File: config.mk
export PLATFORM = sky130hd
export DESIGN_NAME = lbox_detect
export DESIGN_NICKNAME = d
export VERILOG_FILES = /design/src/rtl/lbox_pkg.sv /design/src/rtl/lbox_line_classifier.sv /design/src/rtl/lbox_run_tracker.sv /design/src/rtl/lbox_peak_meter.sv /design/src/rtl/lbox_detect.sv
export SDC_FILE = /design/constraint.sdc
export NUM_CORES = 1
export LEC_CHECK = 0
export BUFFER_PORTS_ARGS = -buffer_cell sky130_fd_sc_hd__buf_2
export CORE_AREA = 5 5 127 129
export CTS_BUF_LIST = sky130_fd_sc_hd__clkbuf_16
export DETAILED_ROUTE_END_ITERATION = 12
export DIE_AREA = 0 0 132 134
export PLACE_DENSITY = 0.63
export SYNTH_ARGS = -nofsm -noshare
export SYNTH_HDL_FRONTEND = slang
export SYNTH_SLANG_ARGS = --single-unit
File: constraint.sdc
create_clock -name clk -period 14.1 [get_ports clk]
set_input_delay 1.41 -clock clk [delete_from_list [all_inputs] [get_ports clk]]
set_output_delay 1.41 -clock clk [all_outputs]
set_load 0.02 [all_outputs]
File: src/rtl/lbox_pkg.sv
package lbox_pkg;

    typedef enum logic {
        LN_IDLE = 1'b0,
        LN_OPEN = 1'b1
    } line_state_e;

    typedef enum logic [1:0] {
        TRK_WAIT = 2'd0,
        TRK_TOP  = 2'd1,
        TRK_BODY = 2'd2
    } trk_state_e;

endpackage

File: src/rtl/lbox_line_classifier.sv
module lbox_line_classifier
    import lbox_pkg::*;
#(
    parameter int LUMA_W = 8,
    parameter int PIX_W  = 12
) (
    input  logic              clk,
    input  logic              rst_n,
    input  logic [LUMA_W-1:0] pix_luma,
    input  logic              pix_valid,
    input  logic              line_start,
    input  logic              field_start,
    input  logic [LUMA_W-1:0] cfg_bright_thr,
    input  logic [PIX_W-1:0]  cfg_margin,
    input  logic [PIX_W-1:0]  cfg_line_width,
    input  logic [PIX_W-1:0]  cfg_min_bright,
    output logic              line_done,
    output logic              line_black
);

    localparam logic [PIX_W-1:0] PIX_MAX = {PIX_W{1'b1}};
    localparam logic [PIX_W-1:0] PIX_ONE = PIX_W'(1);

    line_state_e       st_q, st_d;
    logic              boundary;
    logic [PIX_W-1:0]  idx_q;
    logic [PIX_W-1:0]  cnt_q;
    logic [PIX_W-1:0]  cur_idx;
    logic [PIX_W:0]    right_edge;
    logic              in_window;
    logic              hit;

    assign boundary = line_start | field_start;

    // Pixel position and window test for the pixel in this cycle
    always_comb begin
        cur_idx    = boundary ? '0 : idx_q;
        right_edge = {1'b0, cur_idx} + {1'b0, cfg_margin};
        in_window  = (cur_idx >= cfg_margin) && (right_edge < {1'b0, cfg_line_width});
        hit        = pix_valid && in_window && (pix_luma > cfg_bright_thr);
    end

    // State register
    always_ff @(posedge clk or negedge rst_n) begin
        if (!rst_n) begin
            st_q <= LN_IDLE;
        end else begin
            st_q <= st_d;
        end
    end

    // Next state
    always_comb begin
        st_d = st_q;
        unique case (st_q)
            LN_IDLE: st_d = pix_valid ? LN_OPEN : LN_IDLE;
            LN_OPEN: begin
                if (boundary) begin
                    st_d = pix_valid ? LN_OPEN : LN_IDLE;
                end
            end
            default: st_d = LN_IDLE;
        endcase
    end

    // Outputs
    always_comb begin
        line_done  = boundary && (st_q == LN_OPEN);
        line_black = (cnt_q < cfg_min_bright);
    end

    // Pixel index and bright-pixel count
    always_ff @(posedge clk or negedge rst_n) begin
        if (!rst_n) begin
            idx_q <= '0;
            cnt_q <= '0;
        end else if (boundary) begin
            idx_q <= pix_valid ? PIX_ONE : '0;
            cnt_q <= hit ? PIX_ONE : '0;
        end else if (pix_valid) begin
            if (idx_q != PIX_MAX) begin
                idx_q <= idx_q + PIX_ONE;
            end
            if (hit && (cnt_q != PIX_MAX)) begin
                cnt_q <= cnt_q + PIX_ONE;
            end
        end
    end

endmodule

File: src/rtl/lbox_run_tracker.sv
module lbox_run_tracker
    import lbox_pkg::*;
#(
    parameter int LINE_W = 10
) (
    input  logic              clk,
    input  logic              rst_n,
    input  logic              field_start,
    input  logic              line_done,
    input  logic              line_black,
    output logic              fld_done,
    output logic [LINE_W-1:0] fld_top,
    output logic [LINE_W-1:0] fld_bot
);

    localparam logic [LINE_W-1:0] CNT_MAX = {LINE_W{1'b1}};

    trk_state_e        st_q, st_d, st_nx;
    logic [LINE_W-1:0] top_q, bot_q;
    logic [LINE_W-1:0] top_d, bot_d;

    function automatic logic [LINE_W-1:0] sat_inc(input logic [LINE_W-1:0] v);
        return (v == CNT_MAX) ? v : v + LINE_W'(1);
    endfunction

    // State and run registers
    always_ff @(posedge clk or negedge rst_n) begin
        if (!rst_n) begin
            st_q  <= TRK_WAIT;
            top_q <= '0;
            bot_q <= '0;
        end else begin
            st_q  <= st_nx;
            top_q <= field_start ? '0 : top_d;
            bot_q <= field_start ? '0 : bot_d;
        end
    end

    // Line accounting (includes a line closed by field_start)
    always_comb begin
        st_d  = st_q;
        top_d = top_q;
        bot_d = bot_q;
        unique case (st_q)
            TRK_WAIT: begin
                top_d = '0;
                bot_d = '0;
            end
            TRK_TOP: begin
                if (line_done) begin
                    if (line_black) begin
                        top_d = sat_inc(top_q);
                        bot_d = sat_inc(bot_q);
                    end else begin
                        st_d  = TRK_BODY;
                        bot_d = '0;
                    end
                end
            end
            TRK_BODY: begin
                if (line_done) begin
                    bot_d = line_black ? sat_inc(bot_q) : '0;
                end
            end
            default: st_d = TRK_WAIT;
        endcase
        st_nx = field_start ? TRK_TOP : st_d;
    end

    // Field results
    always_comb begin
        fld_done = field_start && (st_q != TRK_WAIT);
        fld_top  = top_d;
        fld_bot  = bot_d;
    end

endmodule

File: src/rtl/lbox_peak_meter.sv
module lbox_peak_meter #(
    parameter int LUMA_W = 8
) (
    input  logic              clk,
    input  logic              rst_n,
    input  logic [LUMA_W-1:0] pix_luma,
    input  logic              pix_valid,
    input  logic              field_start,
    output logic [LUMA_W-1:0] fld_peak
);

    logic [LUMA_W-1:0] peak_q;

    assign fld_peak = peak_q;

    always_ff @(posedge clk or negedge rst_n) begin
        if (!rst_n) begin
            peak_q <= '0;
        end else if (field_start) begin
            peak_q <= pix_valid ? pix_luma : '0;
        end else if (pix_valid && (pix_luma > peak_q)) begin
            peak_q <= pix_luma;
        end
    end

endmodule

File: src/rtl/lbox_detect.sv
module lbox_detect
    import lbox_pkg::*;
#(
    parameter int LUMA_W = 8,
    parameter int PIX_W  = 12,
    parameter int LINE_W = 10
) (
    input  logic              clk,
    input  logic              rst_n,
    input  logic [LUMA_W-1:0] pix_luma,
    input  logic              pix_valid,
    input  logic              line_start,
    input  logic              field_start,
    input  logic [LUMA_W-1:0] cfg_bright_thr,
    input  logic [LUMA_W-1:0] cfg_dark_thr,
    input  logic [PIX_W-1:0]  cfg_margin,
    input  logic [PIX_W-1:0]  cfg_line_width,
    input  logic [PIX_W-1:0]  cfg_min_bright,
    output logic [LINE_W-1:0] top_lines,
    output logic [LINE_W-1:0] bottom_lines,
    output logic [LINE_W-1:0] zoom_lines,
    output logic              dark_scene
);

    logic              line_done;
    logic              line_black;
    logic              fld_done;
    logic [LINE_W-1:0] fld_top;
    logic [LINE_W-1:0] fld_bot;
    logic [LINE_W-1:0] fld_max;
    logic [LUMA_W-1:0] fld_peak;

    lbox_line_classifier #(
        .LUMA_W (LUMA_W),
        .PIX_W  (PIX_W)
    ) u_class (
        .clk            (clk),
        .rst_n          (rst_n),
        .pix_luma       (pix_luma),
        .pix_valid      (pix_valid),
        .line_start     (line_start),
        .field_start    (field_start),
        .cfg_bright_thr (cfg_bright_thr),
        .cfg_margin     (cfg_margin),
        .cfg_line_width (cfg_line_width),
        .cfg_min_bright (cfg_min_bright),
        .line_done      (line_done),
        .line_black     (line_black)
    );

    lbox_run_tracker #(
        .LINE_W (LINE_W)
    ) u_track (
        .clk         (clk),
        .rst_n       (rst_n),
        .field_start (field_start),
        .line_done   (line_done),
        .line_black  (line_black),
        .fld_done    (fld_done),
        .fld_top     (fld_top),
        .fld_bot     (fld_bot)
    );

    lbox_peak_meter #(
        .LUMA_W (LUMA_W)
    ) u_peak (
        .clk         (clk),
        .rst_n       (rst_n),
        .pix_luma    (pix_luma),
        .pix_valid   (pix_valid),
        .field_start (field_start),
        .fld_peak    (fld_peak)
    );

    assign fld_max = (fld_top >= fld_bot) ? fld_top : fld_bot;

    // Result registers, written once per field
    always_ff @(posedge clk or negedge rst_n) begin
        if (!rst_n) begin
            top_lines    <= '0;
            bottom_lines <= '0;
            zoom_lines   <= '0;
            dark_scene   <= 1'b0;
        end else if (fld_done) begin
            top_lines    <= fld_top;
            bottom_lines <= fld_bot;
            zoom_lines   <= fld_max;
            dark_scene   <= (fld_peak < cfg_dark_thr);
        end
    end

endmodule

==> results of run 1 <==
-- power by group --
part	internal [mW]	switching [mW]
sequential	0.256	0.00752
clock	0.158	0.108
combinational	0.0428	0.0640
-- registers in the layout, summed over array words and instances (netlist names) --
name             count
top_lines           10
u_class.cnt_q       12
u_class.st_q         1
dark_scene           1
u_peak.fld_peak      8
u_track.top_q       10
bottom_lines        10
u_track.st_q         2
zoom_lines          10
u_track.bot_q       10
u_class.idx_q       12
-- synth_stat cells, types with 4 or more instances --
cell                       count  area (µm²)
sky130_fd_sc_hd__a211oi_1      5        37.5
sky130_fd_sc_hd__a21o_1       13        97.6
sky130_fd_sc_hd__a21oi_1      40         200
sky130_fd_sc_hd__a22oi_1       4        30.0
sky130_fd_sc_hd__a31oi_1       5        31.3
sky130_fd_sc_hd__and2_1       13        81.3
sky130_fd_sc_hd__and3_1        7        43.8
sky130_fd_sc_hd__buf_2         6        30.0
sky130_fd_sc_hd__clkbuf_1     17        63.8
sky130_fd_sc_hd__dfrtp_1      86        2150
sky130_fd_sc_hd__ha_1         78         976
sky130_fd_sc_hd__inv_1        77         289
sky130_fd_sc_hd__mux2i_1       8        80.1
sky130_fd_sc_hd__nand2_1      69         259
sky130_fd_sc_hd__nand2b_1     12        75.1
sky130_fd_sc_hd__nand3_1      26         130
sky130_fd_sc_hd__nand4_1      18         113
sky130_fd_sc_hd__nor2_1       70         263
sky130_fd_sc_hd__nor2b_1       9        56.3
sky130_fd_sc_hd__nor3_1       16        80.1
sky130_fd_sc_hd__nor4_1        6        37.5
sky130_fd_sc_hd__o211ai_1      9        67.6
sky130_fd_sc_hd__o21a_1        8        60.1
sky130_fd_sc_hd__o21ai_0      38         190
sky130_fd_sc_hd__o21bai_1      5        37.5
sky130_fd_sc_hd__o221ai_1     10        87.6
sky130_fd_sc_hd__o31a_1        4        35.0
sky130_fd_sc_hd__o31ai_1       5        37.5
sky130_fd_sc_hd__or2_2         4        25.0
sky130_fd_sc_hd__or3_1         7        43.8
sky130_fd_sc_hd__or4_1         6        45.0
sky130_fd_sc_hd__xnor2_1      13         114
sky130_fd_sc_hd__xor2_1        9        78.8
-- routing by layer --
layer  global-route usage  wire, µm  up-vias  share of wire
li1                     -         -     2906              -
met1                0.254      7770     2676           0.49
met2                0.284      7270      105           0.46
met3               0.0383       648       14          0.041
met4               0.0371       178        0          0.011
met5                    0         0        -              0
-- cells by family after synthesis --
kind of cell             count (synthesis)  share of synthesized area
AND/OR/NAND/NOR                        278                      0.213
AO/OA/AOI/OAI                          182                      0.189
buffers and inverters                  106                     0.0660
flip-flops                              86                      0.329
adder cells (fa/ha/maj)                 82                      0.157
XOR/XNOR                                22                     0.0294
multiplexers                            11                     0.0174
-- worst reg2reg max path, cell delays in order, from the launching register on --
cell,delay (ns)
sky130_fd_sc_hd__dfrtp_1,0.41
sky130_fd_sc_hd__and2_1,0.19
sky130_fd_sc_hd__ha_1,0.21
sky130_fd_sc_hd__fa_1,0.45
sky130_fd_sc_hd__o21ai_0,0.20
sky130_fd_sc_hd__nand2b_1,0.09
sky130_fd_sc_hd__a221oi_1,0.27
sky130_fd_sc_hd__nor4_1,0.12
sky130_fd_sc_hd__a2111oi_0,0.53
sky130_fd_sc_hd__o41ai_1,0.15
sky130_fd_sc_hd__a21oi_1,0.19
sky130_fd_sc_hd__xnor2_1,0.14
sky130_fd_sc_hd__ha_1,0.26
sky130_fd_sc_hd__a211o_1,0.33
sky130_fd_sc_hd__a211oi_1,0.20
sky130_fd_sc_hd__o21ai_0,0.14
sky130_fd_sc_hd__a211oi_2,0.32
sky130_fd_sc_hd__nand4b_1,0.62
sky130_fd_sc_hd__or4_1,0.70
sky130_fd_sc_hd__a21oi_1,0.15
-- layout make-up --
| class | instances | area [µm²] |
|---|---|---|
| inverter | 77 | 289 |
| sequential | 86 | 2150 |
| clock inverter | 7 | 104 |
| clock buffer | 9 | 225 |
| timing repair buffer | 100 | 515 |
| fill | 1436 | 7440 |
| multi-input combinational | 575 | 3960 |
| tap | 188 | 235 |
-- path summary, 6_finish.rpt --
check                                      start          endpoint  slack [ns]
min in group asynchronous                  rst_n  u_class.cnt_q[9]        0.91
worst max-delay path                 field_start  u_class.cnt_q[6]        6.74
worst max register to register  u_class.idx_q[0]  u_class.cnt_q[6]        8.34
worst min register to register      top_lines[5]      top_lines[5]        0.48
worst min-delay path                top_lines[5]      top_lines[5]        0.48
max in group asynchronous                  rst_n     zoom_lines[6]       12.01
-- through the flow --
step / hold WS (ns) / cells / setup slack (ns) / utilization / total power [mW]
after detailed placement: 0.468 / 1026 / 6.39 / 0.479 / 0.375
after global placement: 0.460 / 1026 / 6.52 / 0.479 / 0.375
final: 0.478 / 1042 / 6.74 / 0.501 / 0.636
after CTS: 0.485 / 1042 / 6.71 / 0.501 / 0.643
after floorplan: 0.472 / 767 / 8.08 / - / 0.338
after global routing: 0.505 / 1042 / 6.18 / 0.501 / 0.668
==> run summary, run 1 <==
JOB
------------------------------------------------------------------------------
Total of max-cap violations .....................................            0

GRT
------------------------------------------------------------------------------
Total track usage ...............................................        0.179
Aggregate global routing overflow ...............................            0
Number of global-route vias before repair .......................         5404
First-pass GRT wire length ......................................      26.6 mm
Initial antenna violation count .................................            0
Largest net degree at the start of global routing ...............           75

LOGIC SYNTHESIS
------------------------------------------------------------------------------
Share of flip-flops with an asynchronous set or reset ...........         1.00
Portion of the post-synthesis area used by sequential elements ..        0.329
Number of synthesized flops with an enable pin ..................            0
Main flop type after synthesis .................................. sky130_fd_sc_hd__dfrtp_1
Number of warnings issued by yosys ..............................            0
Synthesized flop and latch total ................................           86
Syn nets ........................................................          911
Cells after synthesis ...........................................          767
Post-synthesis area per instance ................................     8.53 µm²
Distinct cell type count after synthesis ........................           75
Combined area of all synthesized cells ..........................  0.00655 mm²

PLACED DESIGN
------------------------------------------------------------------------------
Last weighted congestion value of the routability-driven placer .        0.810
Placed instance area ............................................  0.00715 mm²
Port buffer count ...............................................           95
Final HPWL from detailed placement ..............................      12.0 mm

STA
------------------------------------------------------------------------------
Final clock period utilization by the worst path ................        0.522
Actual slew at the worst max-slew pin ...........................     0.951 ns
Unrepaired setup endpoints after global routing .................           no
Hold Violations, Final ..........................................            0
Worst slew margin ...............................................        0.366
Final critical path time including I/O delays and setup .........      7.36 ns
Final Skew ......................................................   0.00751 ns
Final setup TNS .................................................         0 ns
Number of pins with negative max-slew slack in the final report .            0
Final-report setup violation count ..............................            0
Peak Freq .......................................................    0.136 GHz

CRITICAL PATH
------------------------------------------------------------------------------
Required time at the worst-slack endpoint .......................     14.37 ns
Path depth of the worst reg2reg path ............................           19
Worst Setup Start Kind ..........................................    input pin
Critical Path AT ................................................      7.63 ns
Crit-path slowest cell .......................................... sky130_fd_sc_hd__or4_1
Critical path capture point type ................................    flip-flop
Crit-path leading delay family .................................. compound AO/OA/AOI/OAI gates
Chain of cells forming the critical path ........................ buf_2 > or2_2 > nor2_1 > fa_1 > o21ai_0 > nand2b_1 > a221oi_1 > nor4_1 > a2111oi_0 > o41ai_1 > a21oi_1 > xnor2_1 > ha_1 > a211o_1 > a211oi_1 > o21ai_0 > a211oi_2 > nand4b_1 > or4_1 > a21oi_1
Buffers and inverters on the worst path .........................            1
Classification of the worst setup path .......................... input pin to flip-flop
Worst Path Max Fanout ...........................................           33
Logic depth of the worst setup path including buffers ...........           20
Worst path max stage delay ......................................      0.69 ns

CLOCKING
------------------------------------------------------------------------------
CTS H-Tree Depth ................................................            3
Worst-path clk slew .............................................      0.07 ns
Worst-Skew Late Latency .........................................      0.34 ns
Root Driver ..................................................... sky130_fd_sc_hd__clkbuf_16
Buffer count from post-CTS setup fixing .........................            0
Clock tree from TritonCTS .......................................          yes
Clock sink count ................................................           86
TritonCTS buffer count ..........................................            9
Post-CTS Resized ................................................            0
Clock buffer depth ..............................................            2
# hold bufs at CTS ..............................................            0

MIN PATH
------------------------------------------------------------------------------
Cells on Worst Hold Path ........................................            2
Type of the worst min-delay path ................................ flip-flop to flip-flop

DRT
------------------------------------------------------------------------------
Wirelength per Cell .............................................      15.2 µm
Vias per cell ...................................................         5.47
Drt pass-1 iters ................................................            8
Residual DRC ....................................................            0
DRC marker count from the first detailed-route iteration ........          370
Vias after detailed routing .....................................         5701
Remaining antenna violation count ...............................            0
Post-detailed-routing wire length ...............................      15.9 mm

DIE
------------------------------------------------------------------------------
Count of pins on the block boundary .............................           96
Die Ht ..........................................................       134 µm
Effective utilization at floorplan ..............................        0.439
Cell Rows .......................................................           45
Area of the core ................................................   0.0149 mm²
Area of the die .................................................   0.0177 mm²
Die X-Extent ....................................................       132 µm

PWR
------------------------------------------------------------------------------
Maximum ir drop on the vdd rail .................................    0.0716 mV
Pleak ...........................................................      3.73 nW
Total power per unit cell area ..................................  85.0 mW/mm²

FINISH
------------------------------------------------------------------------------
Final Net Count .................................................          993
Diode insertion count for antenna repair ........................            0
Ratio of cells with drive above 1 in the final layout ...........        0.156
Area added between synthesis and finish .........................        14.3%
Top library cells by usage in the layout, fill and taps aside ... 94 x sky130_fd_sc_hd__buf_2, 86 x sky130_fd_sc_hd__dfrtp_1, 78 x sky130_fd_sc_hd__ha_1, 77 x sky130_fd_sc_hd__inv_1, 70 x sky130_fd_sc_hd__nor2_1
Layout Cell Area excl Fill ......................................  0.00748 mm²
Most common cell after layout, fill and taps aside .............. sky130_fd_sc_hd__buf_2

RUN STATUS
------------------------------------------------------------------------------
Run status ......................................................    completed

No activity file was read; power rests on OpenSTA's default activity.
==> run 2: changes to the inputs <==
==> constraint.sdc (replaced) <==
create_clock -name clk -period 7.1 [get_ports clk]
set_input_delay 0.71 -clock clk [delete_from_list [all_inputs] [get_ports clk]]
set_output_delay 0.71 -clock clk [all_outputs]
set_load 0.02 [all_outputs]
==> run 2 against run 1 <==
Combinational power is 100% higher. Critical path type unchanged. Hold slack worse by 0.26 ns. Worst setup slack worse by 5.4 ns. Largest cell class unchanged. Routed wire length is 0.42% lower. Critical endpoint unchanged. Die area stayed put. Clock skew is 0.0044 ns higher. Utilization hardly changed. Final cell count is 0.29% higher.
==> run summary, run 2 (synthesis results as in run 1) <==
RUN STATUS
------------------------------------------------------------------------------
Run status ......................................................    completed

STA
------------------------------------------------------------------------------
Hold Violations, Final ..........................................            0   unchanged
Post-route setup slack ..........................................      1.34 ns   -5.40 ns
Peak Freq .......................................................    0.174 GHz
Final-report setup violation count ..............................            0   unchanged
Number of pins with negative max-slew slack in the final report .            0   unchanged
Worst slew margin ...............................................        0.419   +0.0523
Final clock period utilization by the worst path ................        0.811
Unrepaired setup endpoints after global routing .................           no
Final Skew ......................................................    0.0119 ns   +0.00442 ns
Actual slew at the worst max-slew pin ...........................     0.872 ns   -0.0785 ns
Final critical path time including I/O delays and setup .........      5.76 ns
Final setup TNS .................................................         0 ns   unchanged

CRITICAL PATH
------------------------------------------------------------------------------
Reg2Reg Capture Point ........................................... u_class.cnt_q[6]
Critical Path AT ................................................      6.04 ns   -1.59 ns
Crit path launch ................................................  field_start
Required time at the worst-slack endpoint .......................      7.38 ns   -6.99 ns
Worst-case register-to-register setup slack .....................      1.87 ns   -6.47 ns
Path depth of the worst reg2reg path ............................           20   +1
Worst path max stage delay ......................................      0.52 ns   -0.17 ns
Reg-to-reg startpoint ........................................... u_class.idx_q[0]
Classification of the worst setup path .......................... input pin to flip-flop
Logic depth of the worst setup path including buffers ...........           23   +15%
Worst Setup Start Kind ..........................................    input pin
Critical path capture point type ................................    flip-flop
Crit-path slowest cell .......................................... sky130_fd_sc_hd__a2111oi_0
Worst Path Max Fanout ...........................................           31   -6.1%
CP Capture Point ................................................ u_class.cnt_q[6]
Buffers and inverters on the worst path .........................            3   +2
Chain of cells forming the critical path ........................ buf_2 > buf_4 > nor2_1 > and2_1 > ha_1 > fa_1 > o21ai_0 > nand2b_1 > a221oi_1 > nor4_1 > a2111oi_0 > o41ai_1 > a21oi_1 > xnor2_1 > ha_1 > a211o_1 > a211oi_1 > o21ai_0 > a211oi_2 > nand4b_1 > buf_4 > or4_1 > a21oi_1
Crit-path leading delay family .................................. compound AO/OA/AOI/OAI gates

FINISH
------------------------------------------------------------------------------
Ratio of cells with drive above 1 in the final layout ...........        0.159   +0.00296
Filler cell count ...............................................         1384   -3.6%
Util after Layout ...............................................        0.502   about the same
Final std cells w/o fill ........................................         1045   +0.29%
Final Net Count .................................................          996   +0.30%
Area added between synthesis and finish .........................        14.4%   about the same
Top library cells by usage in the layout, fill and taps aside ... 94 x sky130_fd_sc_hd__buf_2, 86 x sky130_fd_sc_hd__dfrtp_1, 78 x sky130_fd_sc_hd__ha_1, 77 x sky130_fd_sc_hd__inv_1, 70 x sky130_fd_sc_hd__nor2_1
Largest registers in the final layout ........................... u_class.cnt_q x12, u_class.idx_q x12
Layout Cell Area excl Fill ......................................  0.00749 mm²   about the same
Diode insertion count for antenna repair ........................            0   unchanged
Most common cell after layout, fill and taps aside .............. sky130_fd_sc_hd__buf_2

CLOCKING
------------------------------------------------------------------------------
# hold bufs at CTS ..............................................            0   unchanged
Worst-path clk slew .............................................      0.07 ns   about the same
Root Driver ..................................................... sky130_fd_sc_hd__clkbuf_16
Post-CTS Resized ................................................            0   unchanged
CTS H-Tree Depth ................................................            3   unchanged
Clock buffer depth ..............................................            2   unchanged
Worst-Skew Late Latency .........................................      0.35 ns   about the same
Buffer count from post-CTS setup fixing .........................            0   unchanged
Clock tree from TritonCTS .......................................          yes
TritonCTS buffer count ..........................................            9   unchanged
Clock sink count ................................................           86   unchanged

GRT
------------------------------------------------------------------------------
Aggregate global routing overflow ...............................            0   unchanged
Total track usage ...............................................        0.180   +0.000755
Largest net degree at the start of global routing ...............           70   -6.7%
Number of global-route vias before repair .......................         5388   -0.30%
First-pass GRT wire length ......................................      26.7 mm   +0.21%
Initial antenna violation count .................................            0   unchanged

DRT
------------------------------------------------------------------------------
DRC marker count from the first detailed-route iteration ........          413   +12%
Wirelength per Cell .............................................      15.1 µm   -0.70%
Vias per cell ...................................................         5.47   -0.11%
Vias after detailed routing .....................................         5711   +0.18%
Remaining antenna violation count ...............................            0   unchanged
Residual DRC ....................................................            0   unchanged
Drt pass-1 iters ................................................            5   -3
Post-detailed-routing wire length ...............................      15.8 mm   -0.42%

PLACED DESIGN
------------------------------------------------------------------------------
Last weighted congestion value of the routability-driven placer .        0.844   +4.1%
Placed instance area ............................................  0.00718 mm²   +0.31%
Port buffer count ...............................................           95   unchanged
Cell count after placement ......................................         1029   +0.29%
Final HPWL from detailed placement ..............................      12.0 mm   -0.40%
Worst slack at placement ........................................     0.956 ns   -5.44 ns

PWR
------------------------------------------------------------------------------
Pleak ...........................................................      3.74 nW   +0.20%
Cell-internal power .............................................       876 µW   +92%
Total power per unit cell area ..................................   166 mW/mm²   +95%
Switching power of the nets .....................................       364 µW   +100%
Share of total power in combinational logic .....................        0.172   +0.004
Sequential power share ..........................................        0.421   +0.007
Share of power burned in the clock network ......................        0.407   -0.011
Net switching share of the total power ..........................        0.294   +0.0117
Maximum ir drop on the vdd rail .................................     0.146 mV   +100%

DIE
------------------------------------------------------------------------------
Effective utilization at floorplan ..............................        0.439   unchanged
Count of pins on the block boundary .............................           96   unchanged
Die Ht ..........................................................       134 µm   unchanged
Cell Rows .......................................................           45   unchanged
Area of the core ................................................   0.0149 mm²   unchanged
Area of the die .................................................   0.0177 mm²   unchanged
Die X-Extent ....................................................       132 µm   unchanged

MIN PATH
------------------------------------------------------------------------------
Type of the worst min-delay path ................................ input pin to async pin

JOB
------------------------------------------------------------------------------
Total of max-cap violations .....................................            0   unchanged

[run 2: cell types whose count changed in the layout (fill, tap and decap cells not counted)]
cell,delta
sky130_fd_sc_hd__bufinv_16,-1
sky130_fd_sc_hd__clkinvlp_4,-1
sky130_fd_sc_hd__inv_8,-1
sky130_fd_sc_hd__clkinv_2,-1
sky130_fd_sc_hd__inv_6,+4
sky130_fd_sc_hd__buf_4,+3
[run 2: per-stage QoR]
step | total power [mW] | hold slack (ns)
2_1_floorplan | 0.671 | 0.414
3_3_place_gp | 0.744 | 0.462
3_5_place_dp | 0.747 | 0.469
4_1_cts | 1.25 | 0.222
5_1_grt | 1.30 | 0.231
6_report | 1.24 | 0.220
[run 2: layout make-up]
cell class	instances	area, µm²	share of cell area
timing repair buffer	103	538	0.0719
clock buffer	9	225	0.0301
inverter	77	289	0.0386
sequential	86	2150	0.287
clock inverter	7	85.1	0.0114
multi-input combinational	575	3960	0.529
tap	188	235	0.0314
[run 2: metal layers]
| metal | global-route usage | up-vias | routed length (µm) |
|---|---|---|---|
| li1 | - | 2910 | - |
| met2 | 0.284 | 103 | 7220 |
| met3 | 0.0371 | 10 | 629 |
| met1 | 0.256 | 2688 | 7810 |
| met5 | 0 | - | 0 |
| met4 | 0.0371 | 0 | 142 |
[run 2: worst min path at each step]
stage	startpoint	endpoint	slack [ns]	cells after the start
after global routing	rst_n	u_class.cnt_q[3]	0.23	1
after global placement	top_lines[8]	top_lines[8]	0.46	2
after floorplan	rst_n	bottom_lines[0]	0.41	0
final	rst_n	u_class.cnt_q[3]	0.22	1
after CTS	rst_n	u_class.cnt_q[3]	0.22	1
after detailed placement	zoom_lines[5]	zoom_lines[5]	0.47	2
[run 2: power by group through the flow]
stage                     logic (mW)  registers, mW  clock network (mW)
after floorplan                0.131          0.540                   0
after global placement         0.213          0.532                   0
after detailed placement       0.216          0.531                   0
after CTS                      0.217          0.522               0.510
after global routing           0.246          0.524               0.533
final                          0.214          0.522               0.504
==> run 3: changes to the inputs <==
--- a/config.mk
+++ b/config.mk
@@ -5,12 +5,13 @@
 export SDC_FILE = /design/constraint.sdc
 export NUM_CORES = 1
 export LEC_CHECK = 0
+export ABC_AREA = 1
 export BUFFER_PORTS_ARGS = -buffer_cell sky130_fd_sc_hd__buf_2
-export CORE_AREA = 5 5 127 129
+export CORE_AREA = 5 5 129 131
 export CTS_BUF_LIST = sky130_fd_sc_hd__clkbuf_16
 export DETAILED_ROUTE_END_ITERATION = 12
-export DIE_AREA = 0 0 132 134
-export PLACE_DENSITY = 0.63
+export DIE_AREA = 0 0 134 136
+export PLACE_DENSITY = 0.62
 export SYNTH_ARGS = -nofsm -noshare
 export SYNTH_HDL_FRONTEND = slang
 export SYNTH_SLANG_ARGS = --single-unit
==> constraint.sdc (replaced) <==
create_clock -name clk -period 5.71 [get_ports clk]
set_input_delay 0.571 -clock clk [delete_from_list [all_inputs] [get_ports clk]]
set_output_delay 0.571 -clock clk [all_outputs]
set_load 0.02 [all_outputs]
==> run 3 against run 2 <==
Critical path depth unchanged. Total power increased by 64%. Register-to-register slack got worse by 0.06 ns. Global-route usage increased by 0.84 points. Sequential power increased by 38%. Routed wire length increased by 6.9%. Highest routed layer is now met5.
==> run summary, run 3 <==
RUN STATUS
------------------------------------------------------------------------------
Run status ......................................................    completed

STA
------------------------------------------------------------------------------
Final Skew ......................................................   0.00759 ns   -0.00435 ns
Final clock period utilization by the worst path ................        0.726
Actual slew at the worst max-slew pin ...........................     0.867 ns   -0.00463 ns
Final critical path time including I/O delays and setup .........      4.15 ns
Final setup TNS .................................................         0 ns   unchanged
Hold Violations, Final ..........................................            0   unchanged
Unrepaired setup endpoints after global routing .................           no
Post-route setup slack ..........................................      1.56 ns   +0.221 ns
Peak Freq .......................................................    0.241 GHz
Worst slew margin ...............................................        0.418   -0.000491
Final-report setup violation count ..............................            0   unchanged
Fin Hold WS .....................................................     0.165 ns   -0.0556 ns
Number of pins with negative max-slew slack in the final report .            0   unchanged

CRITICAL PATH
------------------------------------------------------------------------------
Most used cell, CP .............................................. sky130_fd_sc_hd__nand2_1
Path depth of the worst reg2reg path ............................           20   unchanged
Worst Path Max Fanout ...........................................           24   -23%
Worst path max stage delay ......................................      0.42 ns   -0.10 ns
Worst-case register-to-register setup slack .....................      1.81 ns   -0.06 ns
Logic depth of the worst setup path including buffers ...........           23   unchanged
Crit path launch ................................................  field_start
Required time at the worst-slack endpoint .......................      5.99 ns   -1.39 ns
Chain of cells forming the critical path ........................ buf_2 > inv_2 > nand2_1 > nor2_1 > ha_1 > nor2_1 > o21ai_0 > nand2_1 > a21boi_0 > o21ai_1 > nand4_1 > nand2_1 > xor2_1 > ha_1 > nor3_1 > nand4_1 > a31oi_1 > nand3_1 > nor2_2 > nand2_2 > nand2_1 > nand2_1 > nand2_1
Crit-path slowest cell .......................................... sky130_fd_sc_hd__buf_2
Critical Path AT ................................................      4.43 ns   -1.61 ns
Worst Setup Start Kind ..........................................    input pin
Crit-path leading delay family .................................. simple AND/OR/NAND/NOR gates
Reg-to-reg startpoint ........................................... u_class.cnt_q[5]
CP Capture Point ................................................ u_class.cnt_q[10]
Classification of the worst setup path .......................... input pin to flip-flop
Critical path capture point type ................................    flip-flop
Buffers and inverters on the worst path .........................            2   -1
Reg2Reg Capture Point ........................................... zoom_lines[6]

DRT
------------------------------------------------------------------------------
Met2 routed wirelength ..........................................      7.69 mm   +6.5%
Post-detailed-routing wire length ...............................      16.9 mm   +6.9%
Vias after detailed routing .....................................         6218   +8.9%
Drt pass-1 iters ................................................            5   unchanged
DRC marker count from the first detailed-route iteration ........          444   +7.5%
Top Metal Used ..................................................         met5
Wirelength per Cell .............................................      13.6 µm   -10%
Met3 wire length ................................................       798 µm   +27%
Length of routed wiring on met1 .................................      8.19 mm   +4.8%
Remaining antenna violation count ...............................            0   unchanged
Residual DRC ....................................................            0   unchanged
Vias per cell ...................................................         5.01   -8.4%

CLOCKING
------------------------------------------------------------------------------
Post-CTS Resized ................................................            0   unchanged
TritonCTS buffer count ..........................................            9   unchanged
Clock buffer depth ..............................................            2   unchanged
Worst-path clk slew .............................................      0.06 ns   about the same
Clock sink count ................................................           86   unchanged
CTS H-Tree Depth ................................................            3   unchanged
Root Driver ..................................................... sky130_fd_sc_hd__clkbuf_16
# hold bufs at CTS ..............................................            0   unchanged
Worst-Skew Late Latency .........................................      0.35 ns   about the same
Clock tree from TritonCTS .......................................          yes
Buffer count from post-CTS setup fixing .........................            0   unchanged

DIE
------------------------------------------------------------------------------
Cell Rows .......................................................           46   +2.2%
Count of pins on the block boundary .............................           96   unchanged
Effective utilization at floorplan ..............................        0.433   -0.00573
Area of the core ................................................   0.0155 mm²   +3.8%
Die X-Extent ....................................................       134 µm   +1.5%
Die Ht ..........................................................       136 µm   +1.5%
Area of the die .................................................   0.0182 mm²   +3.0%

FINISH
------------------------------------------------------------------------------
Most common cell after layout, fill and taps aside .............. sky130_fd_sc_hd__nand2_1
Largest registers in the final layout ........................... u_class.cnt_q x12, u_class.idx_q x12
Top library cells by usage in the layout, fill and taps aside ... 224 x sky130_fd_sc_hd__nand2_1, 155 x sky130_fd_sc_hd__inv_1, 97 x sky130_fd_sc_hd__nor2_1, 94 x sky130_fd_sc_hd__buf_2, 86 x sky130_fd_sc_hd__dfrtp_1
Filler cell count ...............................................         1536   +11%
Final Net Count .................................................         1189   +19%
Register cell area after layout .................................  0.00215 mm²   unchanged
Area added between synthesis and finish .........................        15.7%
Area of the multi-input gates ...................................  0.00387 mm²   -2.3%
Util after Layout ...............................................        0.501   -0.000668
Layout Cell Area excl Fill ......................................  0.00776 mm²   +3.6%
Ratio of cells with drive above 1 in the final layout ...........        0.125   -0.0339
Diode insertion count for antenna repair ........................            0   unchanged

LOGIC SYNTHESIS
------------------------------------------------------------------------------
Largest cells by area after synthesis ........................... sky130_fd_sc_hd__dfrtp_1 32%, sky130_fd_sc_hd__ha_1 15%, sky130_fd_sc_hd__nand2_1 13%
Syn nets ........................................................         1097   +20%
Cell type with the largest total area after synthesis ........... sky130_fd_sc_hd__dfrtp_1
Largest family of logic cells by synthesized area ............... simple AND/OR/NAND/NOR gates
Ranking of synthesized cells by instance count .................. 224 x sky130_fd_sc_hd__nand2_1, 154 x sky130_fd_sc_hd__inv_1, 97 x sky130_fd_sc_hd__nor2_1
Number of warnings issued by yosys ..............................            0   unchanged
Distinct cell type count after synthesis ........................           42   -44%
Number of synthesized flops with an enable pin ..................            0   unchanged
Most used standard cell by instance count after synthesis ....... sky130_fd_sc_hd__nand2_1
Post-synthesis simple-gate area fraction ........................        0.287   +0.0743
Share of flip-flops with an asynchronous set or reset ...........         1.00   unchanged
Complex-gate fraction of the synthesized area ...................        0.114   -0.0744
Cells after synthesis ...........................................          953   +24%
Main flop type after synthesis .................................. sky130_fd_sc_hd__dfrtp_1
Synthesized-area fraction occupied by xor and xnor cells ........       0.0274   -0.00200
Post-synthesis area per instance ................................     7.03 µm²   -18%
Synthesized-area fraction occupied by adder cells ...............        0.149   -0.00836
Proportion of netlist area held by the largest area contributor .        0.321   -0.00773
Post-synthesis mux area share ...................................            0   -0.0174
Combined area of all synthesized cells ..........................  0.00670 mm²   +2.4%
Synthesized flop and latch total ................................           86   unchanged
Portion of the post-synthesis area used by sequential elements ..        0.321   -0.00773

PLACED DESIGN
------------------------------------------------------------------------------
Port buffer count ...............................................           95   unchanged
Placed instance area ............................................  0.00737 mm²   +2.7%
Worst slack at placement ........................................      1.18 ns   +0.228 ns
Last weighted congestion value of the routability-driven placer .        0.917   +8.7%
Final HPWL from detailed placement ..............................      13.3 mm   +12%

MIN PATH
------------------------------------------------------------------------------
Type of the worst min-delay path ................................ input pin to async pin

GRT
------------------------------------------------------------------------------
Number of global-route vias before repair .......................         5734   +6.4%
Initial antenna violation count .................................            1   +1
First-pass GRT wire length ......................................      27.7 mm   +3.9%
Total track usage ...............................................        0.188   +0.00844
Largest net degree at the start of global routing ...............           57   -19%
Aggregate global routing overflow ...............................            0   unchanged

PWR
------------------------------------------------------------------------------
Pleak ...........................................................      4.30 nW   +15%
Total power per unit cell area ..................................   261 mW/mm²   +58%
Maximum ir drop on the vdd rail .................................     0.147 mV   +0.56%

JOB
------------------------------------------------------------------------------
Total of max-cap violations .....................................            0   unchanged

==> run 3: power breakdown <==
part           leakage, nW  switching [mW]  total, mW  internal [mW]
sequential            1.14          0.0413      0.721          0.679
combinational         2.97           0.352      0.542          0.190
clock                0.187           0.251      0.765          0.515
==> run 3: final cells by class <==
cell class / instances / share of cell area
Multi-Input combinational cell: 689 / 0.499
Sequential cell: 86 / 0.277
Inverter: 160 / 0.0774
Timing Repair Buffer: 99 / 0.0655
Tap cell: 192 / 0.0310
Clock inverter: 7 / 0.0208
Clock buffer: 9 / 0.0290
==> run 3: kinds of logic after synthesis <==
kind of cell,count (synthesis)
adders and majority gates,79
DFF,86
and+or+nand+nor,453
xor gates and xnor gates,21
AOI/OAI and AO/OA,136
buffers and inverters,178
==> run 3: worst min path at each step <==
| stage | startpoint | end | slack, ns | cells past startpoint |
|---|---|---|---|---|
| 6_report | rst_n | u_class.idx_q[0] | 0.16 | 1 |
| 2_1_floorplan | rst_n | bottom_lines[0] | 0.28 | 0 |
| 5_1_grt | rst_n | top_lines[6] | 0.18 | 1 |
| 3_5_place_dp | zoom_lines[8] | zoom_lines[8] | 0.46 | 2 |
| 4_1_cts | rst_n | top_lines[6] | 0.17 | 1 |
| 3_3_place_gp | zoom_lines[3] | zoom_lines[3] | 0.46 | 2 |
==> run 3: per-layer routing <==
| metal | GRT usage | vias to the layer above |
|---|---|---|
| li1 | - | 3268 |
| met1 | 0.261 | 2796 |
| met2 | 0.301 | 133 |
| met3 | 0.0422 | 19 |
| met4 | 0.0446 | 2 |
| met5 | 0 | - |
==> run 3: through the flow <==
| step | std cells | total power [mW] |
|---|---|---|
| 2_1_floorplan | 953 | 1.08 |
| 3_3_place_gp | 1226 | 1.27 |
| 3_5_place_dp | 1226 | 1.27 |
| 4_1_cts | 1242 | 2.05 |
| 5_1_grt | 1242 | 2.15 |
| 6_report | 1242 | 2.03 |
